==> config.mk <==
export PLATFORM = sky130hd
export DESIGN_NAME = pwrseq_top
export DESIGN_NICKNAME = d
export VERILOG_FILES = /design/src/rtl/pwrseq_pkg.sv /design/src/rtl/pwrseq_timer.sv /design/src/rtl/pwrseq_waitsel.sv /design/src/rtl/pwrseq_cfgwr.sv /design/src/rtl/pwrseq_top.sv
export SDC_FILE = /design/constraint.sdc
export NUM_CORES = 1
export LEC_CHECK = 0
export ABC_CLOCK_PERIOD_IN_PS = 2700
export CAP_MARGIN = 20
export CORE_MARGIN = 2
export CORE_UTILIZATION = 50
export DETAILED_ROUTE_END_ITERATION = 8
export DONT_BUFFER_PORTS = 1
export PLACE_DENSITY = 0.75
export SYNTH_ARGS = -nofsm -noshare
export SYNTH_HDL_FRONTEND = slang
export SYNTH_SLANG_ARGS = --single-unit
==> constraint.sdc <==
create_clock -name clk_i -period 2.7 [get_ports clk_i]
set_input_delay 0.54 -clock clk_i [delete_from_list [all_inputs] [get_ports clk_i]]
set_output_delay 0.54 -clock clk_i [all_outputs]
set_load 0.02 [all_outputs]
==> src/rtl/pwrseq_pkg.sv <==
package pwrseq_pkg;

  typedef enum logic [2:0] {
    PH_RST     = 3'd0,
    PH_STAB    = 3'd1,
    PH_CFGWR   = 3'd2,
    PH_CFGWAIT = 3'd3,
    PH_PROG    = 3'd4,
    PH_RUN     = 3'd5
  } phase_e;

  typedef enum logic [1:0] {
    CKSEL_SLOW = 2'b00,
    CKSEL_4M   = 2'b01,
    CKSEL_8M   = 2'b10,
    CKSEL_16M  = 2'b11
  } cksel_e;

  // Multiplier of the base stabilization time.
  function automatic logic [2:0] stab_mult(input logic [1:0] sel, input logic ext);
    logic [2:0] m;
    if (ext) m = 3'd1;
    else begin
      case (cksel_e'(sel))
        CKSEL_16M: m = 3'd1;
        CKSEL_8M:  m = 3'd2;
        default:   m = 3'd4;
      endcase
    end
    return m;
  endfunction

endpackage

==> src/rtl/pwrseq_timer.sv <==
module pwrseq_timer #(
  parameter int CW = 8
) (
  input  logic          clk_i,
  input  logic          rst_n_i,
  input  logic          clr_i,
  input  logic          en_i,
  output logic [CW-1:0] cnt_o
);

  always_ff @(posedge clk_i or negedge rst_n_i) begin
    if (!rst_n_i)   cnt_o <= '0;
    else if (clr_i) cnt_o <= '0;
    else if (en_i)  cnt_o <= cnt_o + 1'b1;
  end

  // Counter must never wrap inside a timed phase
  no_wrap_chk: assert property (@(posedge clk_i) disable iff (!rst_n_i)
    (en_i && !clr_i && (cnt_o == '1)) |-> 1'b0)
    else $error("timer wrapped");

endmodule

==> src/rtl/pwrseq_waitsel.sv <==
module pwrseq_waitsel
  import pwrseq_pkg::*;
#(
  parameter int CW       = 8,
  parameter int BASE_CYC = 16
) (
  input  logic          clk_i,
  input  logic          rst_n_i,
  input  logic          cap_i,
  input  logic [1:0]    clksel_i,
  input  logic          ext_osc_i,
  output logic [1:0]    sel_q_o,
  output logic [CW-1:0] stab_lim_o
);

  logic       ext_q;
  logic [2:0] mult;

  always_ff @(posedge clk_i or negedge rst_n_i) begin
    if (!rst_n_i) begin
      sel_q_o <= 2'b00;
      ext_q   <= 1'b0;
    end else if (cap_i) begin
      sel_q_o <= clksel_i;
      ext_q   <= ext_osc_i;
    end
  end

  assign mult       = stab_mult(sel_q_o, ext_q);
  assign stab_lim_o = CW'(BASE_CYC) * CW'(mult);


  sel_hold_chk: assert property (@(posedge clk_i) disable iff (!rst_n_i)
    !cap_i |=> $stable(sel_q_o) && $stable(stab_lim_o))
    else $error("captured clock code moved");

endmodule

==> src/rtl/pwrseq_cfgwr.sv <==
module pwrseq_cfgwr #(
  parameter int AW        = 8,
  parameter int DW        = 16,
  parameter int CTRL_ADDR = 1,
  parameter int FLD_LSB   = 5
) (
  input  logic          clk_i,
  input  logic          rst_n_i,
  input  logic          req_i,
  input  logic [1:0]    sel_i,
  input  logic          wr_ready_i,
  output logic          wr_valid_o,
  output logic [AW-1:0] wr_addr_o,
  output logic [DW-1:0] wr_data_o,
  output logic          xfer_o
);

  always_comb begin
    wr_data_o = '0;
    wr_data_o[FLD_LSB +: 2] = sel_i;
  end

  assign wr_valid_o = req_i;
  assign wr_addr_o  = AW'(CTRL_ADDR);
  assign xfer_o     = req_i && wr_ready_i;


  wr_hold_chk: assert property (@(posedge clk_i) disable iff (!rst_n_i)
    (wr_valid_o && !wr_ready_i) |=> wr_valid_o && $stable(wr_data_o) && $stable(wr_addr_o))
    else $error("write dropped under back-pressure");

endmodule

==> src/rtl/pwrseq_top.sv <==
module pwrseq_top
  import pwrseq_pkg::*;
#(
  parameter int CLK_KHZ   = 200000,
  parameter int BASE_US   = 500,
  parameter int CFG_US    = 500,
  parameter int AW        = 8,
  parameter int DW        = 16,
  parameter int CTRL_ADDR = 1
) (
  input  logic          clk_i,
  input  logic          pwr_good_i,
  input  logic [1:0]    clksel_i,
  input  logic          ext_osc_i,
  output logic          wr_valid_o,
  input  logic          wr_ready_i,
  output logic [AW-1:0] wr_addr_o,
  output logic [DW-1:0] wr_data_o,
  output logic          prog_req_o,
  input  logic          prog_done_i,
  output logic          dev_rst_n_o,
  output logic          tap_rst_n_o,
  output logic          out_en_o,
  output logic          hiz_ind_o,
  output logic          done_o
);

  localparam int RST_CYC  = CLK_KHZ / 1000 + 1;
  localparam int BASE_CYC = CLK_KHZ * BASE_US / 1000;
  localparam int CFG_CYC  = CLK_KHZ * CFG_US / 1000;
  localparam int MAX_A    = (4 * BASE_CYC > CFG_CYC) ? 4 * BASE_CYC : CFG_CYC;
  localparam int MAX_B    = (MAX_A > RST_CYC) ? MAX_A : RST_CYC;
  localparam int CW       = $clog2(MAX_B + 2);

  phase_e        phase_q, phase_d;
  logic [CW-1:0] cnt;
  logic [CW-1:0] stab_lim;
  logic [1:0]    sel_q;
  logic          xfer;
  logic          cap;
  logic          tmr_clr, tmr_en;

  always_comb begin
    phase_d = phase_q;
    case (phase_q)
      PH_RST:     if (cnt == CW'(RST_CYC - 1))    phase_d = PH_STAB;
      PH_STAB:    if (cnt == stab_lim - 1'b1)     phase_d = PH_CFGWR;
      PH_CFGWR:   if (xfer)                       phase_d = PH_CFGWAIT;
      PH_CFGWAIT: if (cnt == CW'(CFG_CYC - 1))    phase_d = PH_PROG;
      PH_PROG:    if (prog_done_i)                phase_d = PH_RUN;
      default:                                    phase_d = PH_RUN;
    endcase
  end

  always_ff @(posedge clk_i or negedge pwr_good_i) begin
    if (!pwr_good_i) phase_q <= PH_RST;
    else             phase_q <= phase_d;
  end

  assign tmr_clr = (phase_d != phase_q);
  assign tmr_en  = (phase_q == PH_RST) || (phase_q == PH_STAB) || (phase_q == PH_CFGWAIT);
  assign cap     = (phase_q == PH_RST) && (phase_d == PH_STAB);

  pwrseq_timer #(.CW(CW)) timer_i (
    .clk_i   (clk_i),
    .rst_n_i (pwr_good_i),
    .clr_i   (tmr_clr),
    .en_i    (tmr_en),
    .cnt_o   (cnt)
  );

  pwrseq_waitsel #(.CW(CW), .BASE_CYC(BASE_CYC)) waitsel_i (
    .clk_i      (clk_i),
    .rst_n_i    (pwr_good_i),
    .cap_i      (cap),
    .clksel_i   (clksel_i),
    .ext_osc_i  (ext_osc_i),
    .sel_q_o    (sel_q),
    .stab_lim_o (stab_lim)
  );

  pwrseq_cfgwr #(.AW(AW), .DW(DW), .CTRL_ADDR(CTRL_ADDR)) cfgwr_i (
    .clk_i      (clk_i),
    .rst_n_i    (pwr_good_i),
    .req_i      (phase_q == PH_CFGWR),
    .sel_i      (sel_q),
    .wr_ready_i (wr_ready_i),
    .wr_valid_o (wr_valid_o),
    .wr_addr_o  (wr_addr_o),
    .wr_data_o  (wr_data_o),
    .xfer_o     (xfer)
  );

  assign dev_rst_n_o = (phase_q != PH_RST);
  assign tap_rst_n_o = (phase_q == PH_RUN);
  assign prog_req_o  = (phase_q == PH_PROG);
  assign out_en_o    = (phase_q == PH_RUN);
  assign hiz_ind_o   = ~out_en_o;
  assign done_o      = (phase_q == PH_RUN);

  // Checker-side counters, independent of the phase timer
  logic [CW-1:0] low_run_q, gap_q;

  always_ff @(posedge clk_i or negedge pwr_good_i) begin
    if (!pwr_good_i) begin
      low_run_q <= '0;
      gap_q     <= '0;
    end else begin
      if (!dev_rst_n_o && low_run_q != '1) low_run_q <= low_run_q + 1'b1;
      if (wr_valid_o && wr_ready_i)        gap_q <= '0;
      else if (gap_q != '1)                gap_q <= gap_q + 1'b1;
    end
  end


  rst_pulse_chk: assert property (@(posedge clk_i) disable iff (!pwr_good_i)
    $rose(dev_rst_n_o) |-> (low_run_q >= CW'(RST_CYC)))
    else $error("device reset pulse too short");


  cfg_gap_chk: assert property (@(posedge clk_i) disable iff (!pwr_good_i)
    $rose(prog_req_o) |-> (gap_q >= CW'(CFG_CYC)))
    else $error("programming requested too soon after write");


  prog_hold_chk: assert property (@(posedge clk_i) disable iff (!pwr_good_i)
    (prog_req_o && !prog_done_i) |=> prog_req_o)
    else $error("programming request dropped early");


  oe_after_done_chk: assert property (@(posedge clk_i) disable iff (!pwr_good_i)
    $rose(out_en_o) |-> $past(prog_req_o && prog_done_i))
    else $error("outputs enabled without programming done");


  oe_quiet_chk: assert property (@(posedge clk_i) disable iff (!pwr_good_i)
    (!dev_rst_n_o || wr_valid_o || prog_req_o) |-> !out_en_o)
    else $error("outputs enabled during bring-up");


  done_stay_chk: assert property (@(posedge clk_i) disable iff (!pwr_good_i)
    done_o |=> done_o)
    else $error("done dropped");


  tap_chk: assert property (@(posedge clk_i) disable iff (!pwr_good_i)
    (wr_valid_o || prog_req_o || !dev_rst_n_o) |-> !tap_rst_n_o)
    else $error("test-port reset released early");

endmodule

======== Yosys cells after proc, flatten, opt, wreduce, memory -nomap -nowiden ========
Index checks and enable logic that the tools add are counted.
word-level totals
  logic and storage cells ................. 37
  output and inout port bits .............. 31
  flip-flop bits (word level) ............. 25
cells by class
  muxes and demuxes ....................... 10
  multipliers ............................. 1
  add/sub/neg operators ................... 2
  reduce and logical (&&, ||, !) cells .... 7
  equal/unequal tests ..................... 12
  bitwise logic cells ..................... 1
operators by type and width
  cell                                                    count
  two-way mux 19 bit                                      2
  adder 19 x 1 -> 19 bit (second input constant)          1
  equality test 19 x 17 -> 1 bit (second input constant)  1
  equality test 19 bit                                    1
  equality test 19 x 8 -> 1 bit (second input constant)   1
  subtractor 19 x 1 -> 19 bit (second input constant)     1
  two-way mux 3 bit                                       6
  one-hot mux 3 bit (5 select lines)                      1
  multiplier 12 x 3 -> 14 bit (first input constant)      1
  equality test 3 x 1 -> 1 bit (second input constant)    2
  equality test 3 x 2 -> 1 bit (second input constant)    2
  equality test 3 bit (second input constant)             2
  one-hot mux 3 bit (2 select lines)                      1
  equality test 2 bit (second input constant)             2
  zero test 3 bit                                         1
  inequality test 3 bit                                   1
  nonzero test 3 bit                                      1
  logical AND 1 bit                                       2
  logical OR 1 bit                                        2
  nonzero test 2 bit                                      1
  NOT 1 bit                                               1

======== Depth between registers and ports, before layout ========
Gate-level depths: netlist of run 1.
  depth in word-level cells ............... 10
  mapped depth ............................ 12
  depth with buffers taken out ............ 11

======== Modules after synthesis ========
From an unflattened synthesis of run 1, not the netlist that was laid out.
unflattened totals
  cells, all modules ...................... 295
  area total of the unflattened synthesis .. 2418.6 sq um
modules (own cells, without submodules)
  module          cells an instance  instances  area each (sq um)  sequential area each (sq um)
  pwrseq_timer    101                1          979.7              475.5
  pwrseq_top      134                1          940.9              75.1
  pwrseq_waitsel  32                 1          296.5              75.1
  pwrseq_cfgwr    28                 1          201.4              0.0

======== Least setup slack after synthesis of run 1 ========
OpenSTA, ideal clock, no wires.
  path type ............................... reg-to-reg
  start point ............................. reg waitsel_i.sel_q_o[1]
  end point ............................... reg timer_i.cnt_o[0]
  slack ................................... -0.304 ns
  data required time ...................... 2.573 ns
  cell stages (with the launch flop) ...... 13
  buffers on the path ..................... 1
  data arrival time ....................... 2.877 ns
  cells stage by stage .................... dfrtp_1 > a21oi_4 > inv_4 > ha_1 > ha_1 > ha_1 > xnor2_1 > xnor2_1 > nor4_4 > nand3_2 > nor4_4 > buf_6 > nor3_1
on the way
  word-level cells in the longest chain between the ends .. 10
ends and longest elaborated chain
  what                                                      RTL line              text
  start, declared                                           pwrseq_waitsel.sv:12  output logic [1:0] sel_q_o,
  start signal, assigned                                    pwrseq_waitsel.sv:24  sel_q_o <= clksel_i;
  equality test 2 bit                                       pwrseq_pkg.sv:24      case (cksel_e'(sel))
  one-hot mux 3 bit (2 select lines) (*)                    pwrseq_pkg.sv:24
  two-way mux 3 bit (*)                                     pwrseq_pkg.sv:22      if (ext) m = 3'd1;
  multiplier 12 x 3 -> 14 bit (*)                           pwrseq_waitsel.sv:30  assign stab_lim_o = CW'(BASE_CYC) * CW'(mult);
  subtractor 19 x 1 -> 19 bit (*)                           pwrseq_top.sv:47      PH_STAB: if (cnt == stab_lim - 1'b1) phase_d = PH_CFGWR;
  equality test 19 bit (*)                                  pwrseq_top.sv:47
  two-way mux 3 bit (*)                                     pwrseq_top.sv:47
  one-hot mux 3 bit (5 select lines) (*)                    pwrseq_top.sv:45      case (phase_q)
  inequality test 3 bit (*)                                 pwrseq_top.sv:60      assign tmr_clr = (phase_d != phase_q);
  two-way mux 19 bit or nonzero test 2 bit (tied branches)  -
  end signal, assigned                                      pwrseq_timer.sv:14    else if (en_i) cnt_o <= cnt_o + 1'b1;
  end, declared                                             pwrseq_timer.sv:8     output logic [CW-1:0] cnt_o
Mark *: on every way between the ends. The rest lies on a longest branch, timed or not.
A chain may end at the register's enable or synchronous reset.

======== Worst setup path after layout of run 1 ========
  start point ............................. reg waitsel_i.sel_q_o[0]
  end point ............................... reg timer_i.cnt_o[13]
Same word-level chain as after synthesis.

==> impl_metrics.py, run 1 <==
metrics = {
    "yosys": {
        "postSynthCellCount": 226,
        "yosys_warnings": 0,
        "yosysTopAreaCell": "dfrtp_1",
        "synth.top_cell.area_share_pct": 30.69,
        "synthArstFlopShare_pct": 100.0,
        "syn_avg_cell_area_um2": 9.019,
        "synth_edf_count": 0,
        "ys_ff_latch": 25,
        "ys_seq_area_share_pct": 30.69,
        "netlist_area_um2": 2038,
        "synth_cell_types": 43,
        "synthTopCellsByArea": "dfrtp_1 31%, buf_4 8.8%, xnor2_1 7.3%",
        "synth_ff_type": "dfrtp_1",
    },
    "floorplan": {
        "dieHeight_um": 67.85,
        "ios": 38,
        "initial_utilization_pct": 51.32,
        "design.core.area_um2": 3971,
        "die_w_um": 67.85,
        "die-area_um2": 4603,
        "row_count": 23,
    },
    "grt": {
        "grt_pass1_wl_um": 6762,
        "track_usage_pct": 19.75,
        "grt_pass1_vias": 1423,
        "antenna_found_initial": 0,
        "overflow": 0,
        "grt_max_degree": 26,
    },
    "setup_path": {
        "cp_common_cell": "ha_4",
        "crit_chain": "a21oi_4 -> inv_4 -> ha_4 -> ha_4 -> ha_4 -> xor2_1 -> xnor2_1 -> xnor2_1 -> nand3_2 -> buf_6 -> nor4_4 -> buf_4 -> clkbuf_16 -> nor3_1",
        "critPathCaptureType": "flip-flop",
        "path_buf_inv": 4,
        "critical_path_required_ns": 2.86,
        "cp_max_fo": 8,
        "cpPeakStageDelay_ns": 0.45,
        "critPathLaunch": "waitsel_i.sel_q_o[0]",
        "cp_data_arrival_time_ns": 2.90,
        "path_class": "flip-flop to flip-flop",
        "rr_startpoint": "waitsel_i.sel_q_o[0]",
        "startpoint_type": "flip-flop",
        "slowest_stage": "dfrtp_2",
        "cpLargestDelayFamily": "XOR/XNOR gates",
    },
    "finish": {
        "fin_nets": 256,
        "final_area_um2": 2332,
        "synthToLayoutAreaGrowth_pct": 14.43,
        "antenna_cells": 0,
        "final_cell_mix": "22 x conb_1, 22 x dfrtp_1, 18 x nor3_1",
        "n_fill_cell": 360,
        "post_route_cells_drive_above_1_share_pct": 24.05,
    },
    "route": {
        "drtIter0Drc": 70,
        "dr.pass1.iters": 4,
        "finalWirelength_um": 4440,
        "via_count": 1528,
        "ant_nets": 0,
        "viasPerCell": 5.324,
        "routedWlPerCell_um": 15.47,
        "drc_errors": 0,
    },
    "sta": {
        "timing.hold.ws_ns": 0.06234,
        "hold_violations": 0,
        "slew_violations": 0,
        "setup_violations": 14,
        "rsz0062_at_grt": "yes",
        "fmax_mhz": 365.5,
        "fin_ws_ns": -0.03566,
        "worstMarginPinSlew_ns": 0.6198,
        "timing.final.crit_share_pct": 101.3,
        "relSlewSlack_pct": 58.36,
        "fin_skew_ns": 0.004786,
        "fin_crit_ns": 2.736,
    },
    "clock_tree": {
        "clk_latency_ns": 0.27,
        "clock_path_buffers": 2,
        "cts_tree": "built",
        "cts_made_buffers": 3,
        "clkTransAtPathRegs_ns": 0.10,
        "cts_sinks": 25,
        "cts_max_level": 1,
        "clock_tree.root_cell": "clkbuf_8",
    },
    "power_and_ir_drop": {
        "power_leakage_uw": 0.001032,
        "power.density_nw_per_um2": 278.1,
        "ir_worst_vdd_mv": 0.2648,
    },
    "placement": {
        "portBuffers": 0,
        "placed_area_um2": 2118,
        "hpwl_um": 3110,
        "routabilityCongestion": 0.8974,
        "pre_cts_ws_ns": -0.01229,
    },
    "status": {
        "outcome": "finished, violations left",
        "violations": "negative setup slack",
    },
    "job": {
        "drv_cap": 0,
    },
    "hold_path": {
        "hold_class": "input pin to asynchronous set/reset pin",
    },
}
[Yosys cell counts (all sizes together), types with 2 or more instances]
cell type,instances
buf,29
dfrtp,25
nor3,22
nand2,18
xnor2,17
nor2,14
xor2,13
ha,11
inv,8
nand3,8
a21oi,6
nand4,6
nor4,6
mux2,4
nor2b,4
o21ai,4
and3,3
clkbuf,3
nor3b,3
nor4b,3
a21o,2
and2,2
and4,2
conb,2
mux2i,2
nand2b,2
[per-stage QoR]
stage / total power [µW] / TNS, ns / instances / utilization [%]
2_1_floorplan: 432.6 / -0.2969 / 246 / -
3_3_place_gp: 408.0 / 0 / 276 / 53.34
3_5_place_dp: 408.0 / -0.04294 / 276 / 53.34
4_1_cts: 652.7 / 0 / 283 / 55.80
5_1_grt: 671.1 / -1.637 / 287 / 58.73
6_report: 648.6 / -0.2697 / 287 / 58.73
[per-layer routing]
layer  share of wire [%]  global-route usage, %  vias to the layer above
met5                   0                      0                        -
met4                 1.6                  5.750                        0
met3                 4.2                  3.289                        6
met2                  49                  33.09                       40
met1                  45                  26.30                      728
li1                    -                      -                      754
[registers in the layout (all words and copies together), names as in the netlist]
signal             flops
phase_q                3
waitsel_i.ext_q        1
timer_i.cnt_o         19
waitsel_i.sel_q_o      2
[timing repair]
| action | CTS | global route |
|---|---|---|
| hold buffers | 1 | 0 |
| buffers inserted | 2 | 3 |
| setup endpoints to repair | 17 | 17 |
| resized for setup | 4 | 11 |
| pin swaps | 2 | 2 |
| gates cloned | 0 | 1 |
| endpoints found under the hold margin | 25 | 0 |
[cell families (layout without fill, tap and decap cells)]
family / Yosys count / in the layout / share of synthesized area (%)
XOR/XNOR: 30 / 30 / 12.89
AND/OR/NAND/NOR: 96 / 96 / 27.69
buffers and inverters: 40 / 31 / 12.83
AO/OA/AOI/OAI: 16 / 16 / 5.402
flip-flops: 25 / 25 / 30.69
adder cells (fa/ha/maj): 11 / 11 / 6.753
other: 2 / 22 / 0.3685
multiplexers: 6 / 6 / 3.376
[power breakdown]
group,switching (µW),internal (µW)
registers,0,374
logic,34.1,3.09
clock network,132,105
total,167,482
[final cells by class]
| type | instances | area, µm² | area share, % |
|---|---|---|---|
| Clock inverter | 1 | 7.507 | 0.3219 |
| Multi-Input combinational cell | 181 | 1370 | 58.74 |
| Timing Repair Buffer | 19 | 188.9 | 8.101 |
| Inverter | 8 | 32.53 | 1.395 |
| Clock buffer | 3 | 41.29 | 1.770 |
| Tap cell | 50 | 62.56 | 2.682 |
| Sequential cell | 25 | 629.4 | 26.98 |
[path summary, 6_finish.rpt]
check	to	slack, ns	cells after the start
hold reg to reg	timer_i.cnt_o[18]	0.63	2
min in group clk_i	waitsel_i.sel_q_o[0]	0.42	1
setup / recovery	timer_i.cnt_o[13]	-0.04	14
max in group asynchronous	waitsel_i.sel_q_o[0]	2.47	1
setup reg to reg	timer_i.cnt_o[13]	-0.04	14
hold / removal	timer_i.cnt_o[11]	0.06	1
(Power assumes the default switching activity.)
==> run 2: changes to the inputs <==
Settings changed: ABC_AREA from default to 1.
==> impl_metrics.py, run 2 <==
metrics = {
    "status": {
        "outcome": "finished, violations left",
        "violations": "negative setup slack",
    },
    "placement": {
        "pre_cts_ws_ns": -0.2456,
        "portBuffers": 0,
        "hpwl_um": 4193,
        "routabilityCongestion": 0.9350,
    },
    "setup_path": {
        "cpLargestDelayFamily": "simple AND/OR/NAND/NOR gates",
        "cpPeakStageDelay_ns": 0.46,
        "critPathCaptureType": "flip-flop",
        "startpoint_type": "flip-flop",
        "slowest_stage": "dfrtp_2",
        "cp_common_cell": "nand2_1",
        "path_buf_inv": 3,
        "crit_chain": "nor3_4 -> inv_2 -> ha_4 -> or2_4 -> inv_2 -> ha_4 -> xnor2_2 -> nand2_1 -> inv_1 -> nand2_1 -> nor2_1 -> nand2_1 -> nor2_2 -> nand2_2 -> nand2_4 -> nand3_4 -> nand2_8 -> nand2_8 -> nor3_2",
        "critical_path_required_ns": 2.90,
        "cp_data_arrival_time_ns": 3.04,
        "cp_max_fo": 7,
        "path_class": "flip-flop to flip-flop",
    },
    "yosys": {
        "yosys_warnings": 0,
        "ys_seq_area_share_pct": 25.50,
        "synth_compound_area_share_pct": 2.397,
        "synth_simple_gate_area_share_pct": 41.31,
        "yosysMostFrequentCell": "nand2_1",
        "yosysTopAreaCell": "dfrtp_1",
        "synth.top_cell.area_share_pct": 25.50,
        "ys_top_cells_by_count": "74 x nand2_1, 50 x inv_1, 27 x nand4_1, 27 x nor2_1",
        "synth_top_family_by_area": "simple AND/OR/NAND/NOR gates",
        "synth_xor_xnor_area_share_pct": 6.017,
        "synth_edf_count": 0,
        "synth_ff_type": "dfrtp_1",
        "synth_cell_types": 33,
        "synthTopCellsByArea": "dfrtp_1 25%, nand2_1 11%, buf_4 7.6%",
        "synthAdderAreaFrac_pct": 5.609,
        "ys_ff_latch": 25,
        "synthArstFlopShare_pct": 100.0,
        "netlist_area_um2": 2454,
        "syn_avg_cell_area_um2": 7.030,
        "synth_mux_area_share_pct": 0.4589,
        "postSynthCellCount": 349,
    },
    "finish": {
        "final_cell_mix": "73 x nand2_1, 46 x inv_1, 27 x nand4_1",
        "post_route_cells_drive_above_1_share_pct": 26.08,
        "top_regs": "timer_i.cnt_o (19), phase_q (3), waitsel_i.sel_q_o (2)",
        "n_fill_cell": 404,
        "fin_nets": 391,
        "synthToLayoutAreaGrowth_pct": 18.36,
        "top_register": "timer_i.cnt_o",
        "largest_reg_flops": 19,
        "mostFrequentLayoutCell": "nand2_1",
        "antenna_cells": 0,
    },
    "route": {
        "viasPerCell": 5.305,
        "ant_nets": 0,
        "finalWirelength_um": 6103,
        "dr.pass1.iters": 5,
        "drtIter0Drc": 207,
        "drc_errors": 0,
        "via_count": 2329,
        "routedWlPerCell_um": 13.90,
    },
    "sta": {
        "setup_violations": 19,
        "timing.hold.ws_ns": 0.06528,
        "fin_crit_ns": 2.833,
        "fin_ws_ns": -0.1326,
        "rsz0062_at_grt": "yes",
        "fin_skew_ns": 0.002118,
        "slew_violations": 0,
        "tns_ns": -1.913,
        "timing.final.crit_share_pct": 104.9,
        "worstMarginPinSlew_ns": 0.4943,
        "fmax_mhz": 353.0,
        "relSlewSlack_pct": 66.79,
        "hold_violations": 0,
    },
    "clock_tree": {
        "cts_made_buffers": 3,
        "cts_tree": "built",
        "clkTransAtPathRegs_ns": 0.09,
        "clock_path_buffers": 2,
        "clk_latency_ns": 0.28,
        "cts_max_level": 1,
        "clock_tree.root_cell": "clkbuf_8",
        "cts_sinks": 25,
    },
    "floorplan": {
        "die-area_um2": 5483,
        "initial_utilization_pct": 51.95,
        "row_count": 25,
        "die_w_um": 74.05,
        "ios": 38,
        "design.core.area_um2": 4723,
        "dieHeight_um": 74.05,
    },
    "grt": {
        "grt_pass1_wl_um": 10470,
        "antenna_found_initial": 0,
        "overflow": 0,
        "grt_max_degree": 26,
        "grt_pass1_vias": 2309,
        "track_usage_pct": 24.53,
    },
    "power_and_ir_drop": {
        "power_leakage_uw": 0.001369,
        "ir_worst_vdd_mv": 0.1613,
        "power.total_uw": 770.7,
        "power.density_nw_per_um2": 265.4,
    },
    "job": {
        "drv_cap": 0,
    },
    "hold_path": {
        "hold_class": "input pin to asynchronous set/reset pin",
    },
}
-- run 2: cell types whose count changed in the layout (fill, tap and decap cells not counted), moves of 7 or more --
cell / before / now
nand2_4: 0 / 7
nand3_1: 7 / 20
inv_1: 6 / 46
xnor2_1: 13 / 0
nor3_1: 18 / 5
nand2_2: 1 / 9
nand2_1: 17 / 73
nand4_1: 6 / 27
nor2_4: 0 / 7
nor2_1: 12 / 22
-- run 2: what timing repair did --
action / 4_1_cts / 5_1_grt
endpoints found under the setup margin: 19 / 19
endpoints found under the hold margin: 25 / 0
gates resized for setup: 25 / 11
pin swaps: 18 / 3
hold buffers: 1 / 0
gates cloned: 3 / 0
buffers inserted: 6 / 1
-- run 2: metal layers --
metal | routed length, µm | vias to the layer above | track usage, %
met5 | 0 | - | 0
met4 | 176 | 0 | 11.52
met3 | 373 | 24 | 3.930
met2 | 3092 | 107 | 43.65
met1 | 2461 | 1080 | 28.74
li1 | - | 1118 | -
-- run 2: through the flow --
| step | util, % | std cells | instance area (µm²) |
|---|---|---|---|
| floorplan | - | 369 | 2556 |
| global placement | 54.09 | 424 | 2555 |
| detailed placement | 54.09 | 424 | 2555 |
| CTS | 60.48 | 438 | 2856 |
| global route | 61.48 | 439 | 2904 |
| finish | 61.48 | 439 | 2904 |
-- run 2: logic make-up after synthesis --
kind of cell | Yosys count
simple gates | 196
xor+xnor | 16
fa+ha+maj | 11
mux | 1
other cells | 2
compound gates | 11
buf+inv | 87
flops | 25
-- run 2: report_power, final --
group | total, µW | switching (µW) | internal [µW]
sequential | 380 | 3.70 | 377
clock | 237 | 131 | 106
combinational | 153 | 94.2 | 58.9
-- run 2: worst paths after layout --
| path | depth (start not counted) | start | end | slack (ns) |
|---|---|---|---|---|
| hold / removal | 1 | pwr_good_i | timer_i.cnt_o[11] | 0.07 |
| setup / recovery | 19 | waitsel_i.ext_q | timer_i.cnt_o[8] | -0.13 |
| hold reg to reg | 2 | timer_i.cnt_o[2] | timer_i.cnt_o[2] | 0.59 |
| setup reg to reg | 19 | waitsel_i.ext_q | timer_i.cnt_o[8] | -0.13 |
| min in group clk_i | 2 | clksel_i[1] | waitsel_i.sel_q_o[1] | 0.42 |
| max in group asynchronous | 1 | pwr_good_i | waitsel_i.ext_q | 2.47 |
-- run 2: final cells by class --
class | count | area [µm²] | share of cell area [%]
Inverter | 55 | 211.5 | 7.281
Clock buffer | 4 | 45.04 | 1.551
Timing Repair Buffer | 28 | 257.7 | 8.875
Multi-Input combinational cell | 260 | 1678 | 57.78
Sequential cell | 25 | 628.1 | 21.63
Tap cell | 67 | 83.83 | 2.887
==> run 3: changes to the inputs <==
Settings changed: PLACE_DENSITY 0.75 to default, PLACE_DENSITY_LB_ADDON from default to 0.15.
==> impl_metrics.py, run 3 (synthesized netlist as in run 2, its figures left out) <==
metrics = {
    "status": {
        "outcome": "finished, violations left",
        "violations": "negative setup slack",
    },
    "sta": {
        "relSlewSlack_pct": 66.14,
        "tns_ns": -1.623,
        "worstMarginPinSlew_ns": 0.5040,
        "fin_skew_ns": 0.003877,
        "setup_violations": 19,
        "fmax_mhz": 356.2,
        "rsz0062_at_grt": "yes",
        "fin_crit_ns": 2.807,
        "timing.final.crit_share_pct": 104.0,
        "hold_violations": 0,
        "slew_violations": 0,
        "fin_ws_ns": -0.1072,
    },
    "finish": {
        "fin_nets": 389,
        "final_area_um2": 2934,
        "mostFrequentLayoutCell": "nand2_1",
        "synthToLayoutAreaGrowth_pct": 19.58,
        "post_route_cells_drive_above_1_share_pct": 26.49,
        "top_register": "timer_i.cnt_o",
        "post-route-util_pct": 62.12,
        "largest_reg_flops": 19,
        "top_regs": "timer_i.cnt_o (19), phase_q (3), waitsel_i.sel_q_o (2)",
        "final_cell_mix": "74 x nand2_1, 46 x inv_1, 27 x nand4_1",
        "antenna_cells": 0,
    },
    "setup_path": {
        "slowest_stage": "dfrtp_2",
        "cpLargestDelayFamily": "simple AND/OR/NAND/NOR gates",
        "critPathCaptureType": "flip-flop",
        "path_class": "flip-flop to flip-flop",
        "critical_path_required_ns": 2.92,
        "rr_startpoint": "waitsel_i.ext_q",
        "path_buf_inv": 3,
        "cp_common_cell": "nand2_1",
        "timing.rr.end": "timer_i.cnt_o[14]",
        "crit_chain": "nor3_4 -> inv_2 -> ha_4 -> or2_4 -> inv_2 -> ha_4 -> xnor2_2 -> nand2_1 -> inv_1 -> nand2_1 -> nor2_1 -> nand2_1 -> nor2_2 -> nand2_2 -> nand2_4 -> nand3_4 -> nand2_8 -> nand4_1 -> nand2_1",
        "cp_max_fo": 6,
        "reg2reg_slack_ns": -0.11,
        "cp_data_arrival_time_ns": 3.03,
        "startpoint_type": "flip-flop",
        "rr_worst_depth": 19,
        "cpPeakStageDelay_ns": 0.46,
    },
    "route": {
        "drtIter0Drc": 134,
        "wl_met3_um": 258,
        "dr_wl_met2_um": 2977,
        "wl_met1_um": 2788,
        "finalWirelength_um": 6094,
        "viasPerCell": 5.162,
        "via_count": 2256,
        "dr.pass1.iters": 5,
        "drc_errors": 0,
        "routedWlPerCell_um": 13.95,
        "ant_nets": 0,
        "top_layer": "met4",
    },
    "power_and_ir_drop": {
        "power.total_uw": 766.7,
        "power.density_nw_per_um2": 261.3,
        "pwr-share-comb_pct": 19.2,
        "switching_share_pct": 29.93,
        "p_int_uw": 537.2,
        "clkPwrFrac_pct": 31.1,
        "power_leakage_uw": 0.001360,
        "seq_power_share_pct": 49.7,
        "power_switching_uw": 229.5,
        "ir_worst_vdd_mv": 0.2450,
    },
    "grt": {
        "track_usage_pct": 23.33,
        "antenna_found_initial": 0,
        "grt_pass1_wl_um": 9873,
        "grt_max_degree": 26,
        "overflow": 0,
        "grt_pass1_vias": 2070,
    },
    "placement": {
        "placed_area_um2": 2555,
        "routabilityCongestion": 1.014,
        "portBuffers": 0,
        "hpwl_um": 4443,
        "pre_cts_ws_ns": -0.2678,
    },
    "clock_tree": {
        "cts_made_buffers": 3,
        "clkTransAtPathRegs_ns": 0.10,
        "clock_path_buffers": 2,
        "cts_max_level": 1,
        "clock_tree.root_cell": "clkbuf_8",
        "cts_sinks": 25,
        "clk_latency_ns": 0.28,
        "cts_tree": "built",
    },
    "floorplan": {
        "die-area_um2": 5483,
        "dieHeight_um": 74.05,
        "design.core.area_um2": 4723,
        "initial_utilization_pct": 51.95,
        "ios": 38,
        "row_count": 25,
        "die_w_um": 74.05,
    },
    "hold_path": {
        "hold_class": "input pin to asynchronous set/reset pin",
    },
    "job": {
        "drv_cap": 0,
    },
}
-- run 3: cell types whose count changed in the layout (fill, tap and decap cells not counted), sizes merged --
cell,previous run,this run
buf,28,25
clkbuf,4,3
clkinvlp,0,1
nand2,92,93
-- run 3: cell type report --
cell class              instances  area, µm²
fillers                       424       1789
multi-input cells             261       1722
flip-flops and latches         25      629.4
repair buffers                 25      239.0
inverters                      55      211.5
well taps                      67      83.83
clock buffers                   3      41.29
clock inverters                 1      7.507
-- run 3: power by group through the flow --
stage                     registers [µW]  clock network (µW)  logic [µW]
after floorplan                      389                   0         112
after global placement               387                   0         119
after detailed placement             388                   0         119
after CTS                            380                 245         137
after global routing                 382                 256         166
final                                381                 239         147
-- run 3: stage by stage --
step,hold slack [ns],instances
after detailed placement,0.2452,424
after floorplan,0.2444,369
after global routing,0.05999,437
after global placement,0.2451,424
after CTS,0.06391,435
final,0.05817,437
-- run 3: worst max-delay path by stage --
stage                    startpoint                end  slack (ns)  depth (start not counted)
5_1_grt        waitsel_i.sel_q_o[0]  timer_i.cnt_o[17]       -0.29                         20
2_1_floorplan  waitsel_i.sel_q_o[1]   timer_i.cnt_o[5]       -0.07                         22
4_1_cts        waitsel_i.sel_q_o[0]  timer_i.cnt_o[17]       -0.11                         20
6_report            waitsel_i.ext_q  timer_i.cnt_o[14]       -0.11                         19
3_5_place_dp   waitsel_i.sel_q_o[1]  timer_i.cnt_o[10]       -0.27                         21
3_3_place_gp   waitsel_i.sel_q_o[1]  timer_i.cnt_o[16]       -0.25                         21
-- run 3: worst register-to-register path, stage by stage (launching register included) --
cell     delay (ns)
dfrtp_2        0.46
nor3_4         0.21
inv_2          0.09
ha_4           0.21
or2_4          0.23
inv_2          0.07
ha_4           0.20
xnor2_2        0.12
nand2_1        0.06
inv_1          0.05
nand2_1        0.05
nor2_1         0.10
nand2_1        0.06
nor2_2         0.15
nand2_2        0.09
nand2_4        0.09
nand3_4        0.15
nand2_8        0.16
nand4_1        0.11
nand2_1        0.09
-- run 3: timing repair --
action	4_1_cts	5_1_grt
hold endpoints to repair	25	0
endpoints found under the setup margin	19	19
buffers inserted	2	2
resized for setup	23	20
hold buffers	1	0
gates cloned	4	0
pin swaps	14	6
-- run 3: layer usage --
| metal | track usage [%] | vias up |
|---|---|---|
| met2 | 38.59 | 63 |
| met1 | 32.52 | 1065 |
| met3 | 2.439 | 8 |
| met5 | 0 | - |
| met4 | 6.465 | 0 |
| li1 | - | 1120 |
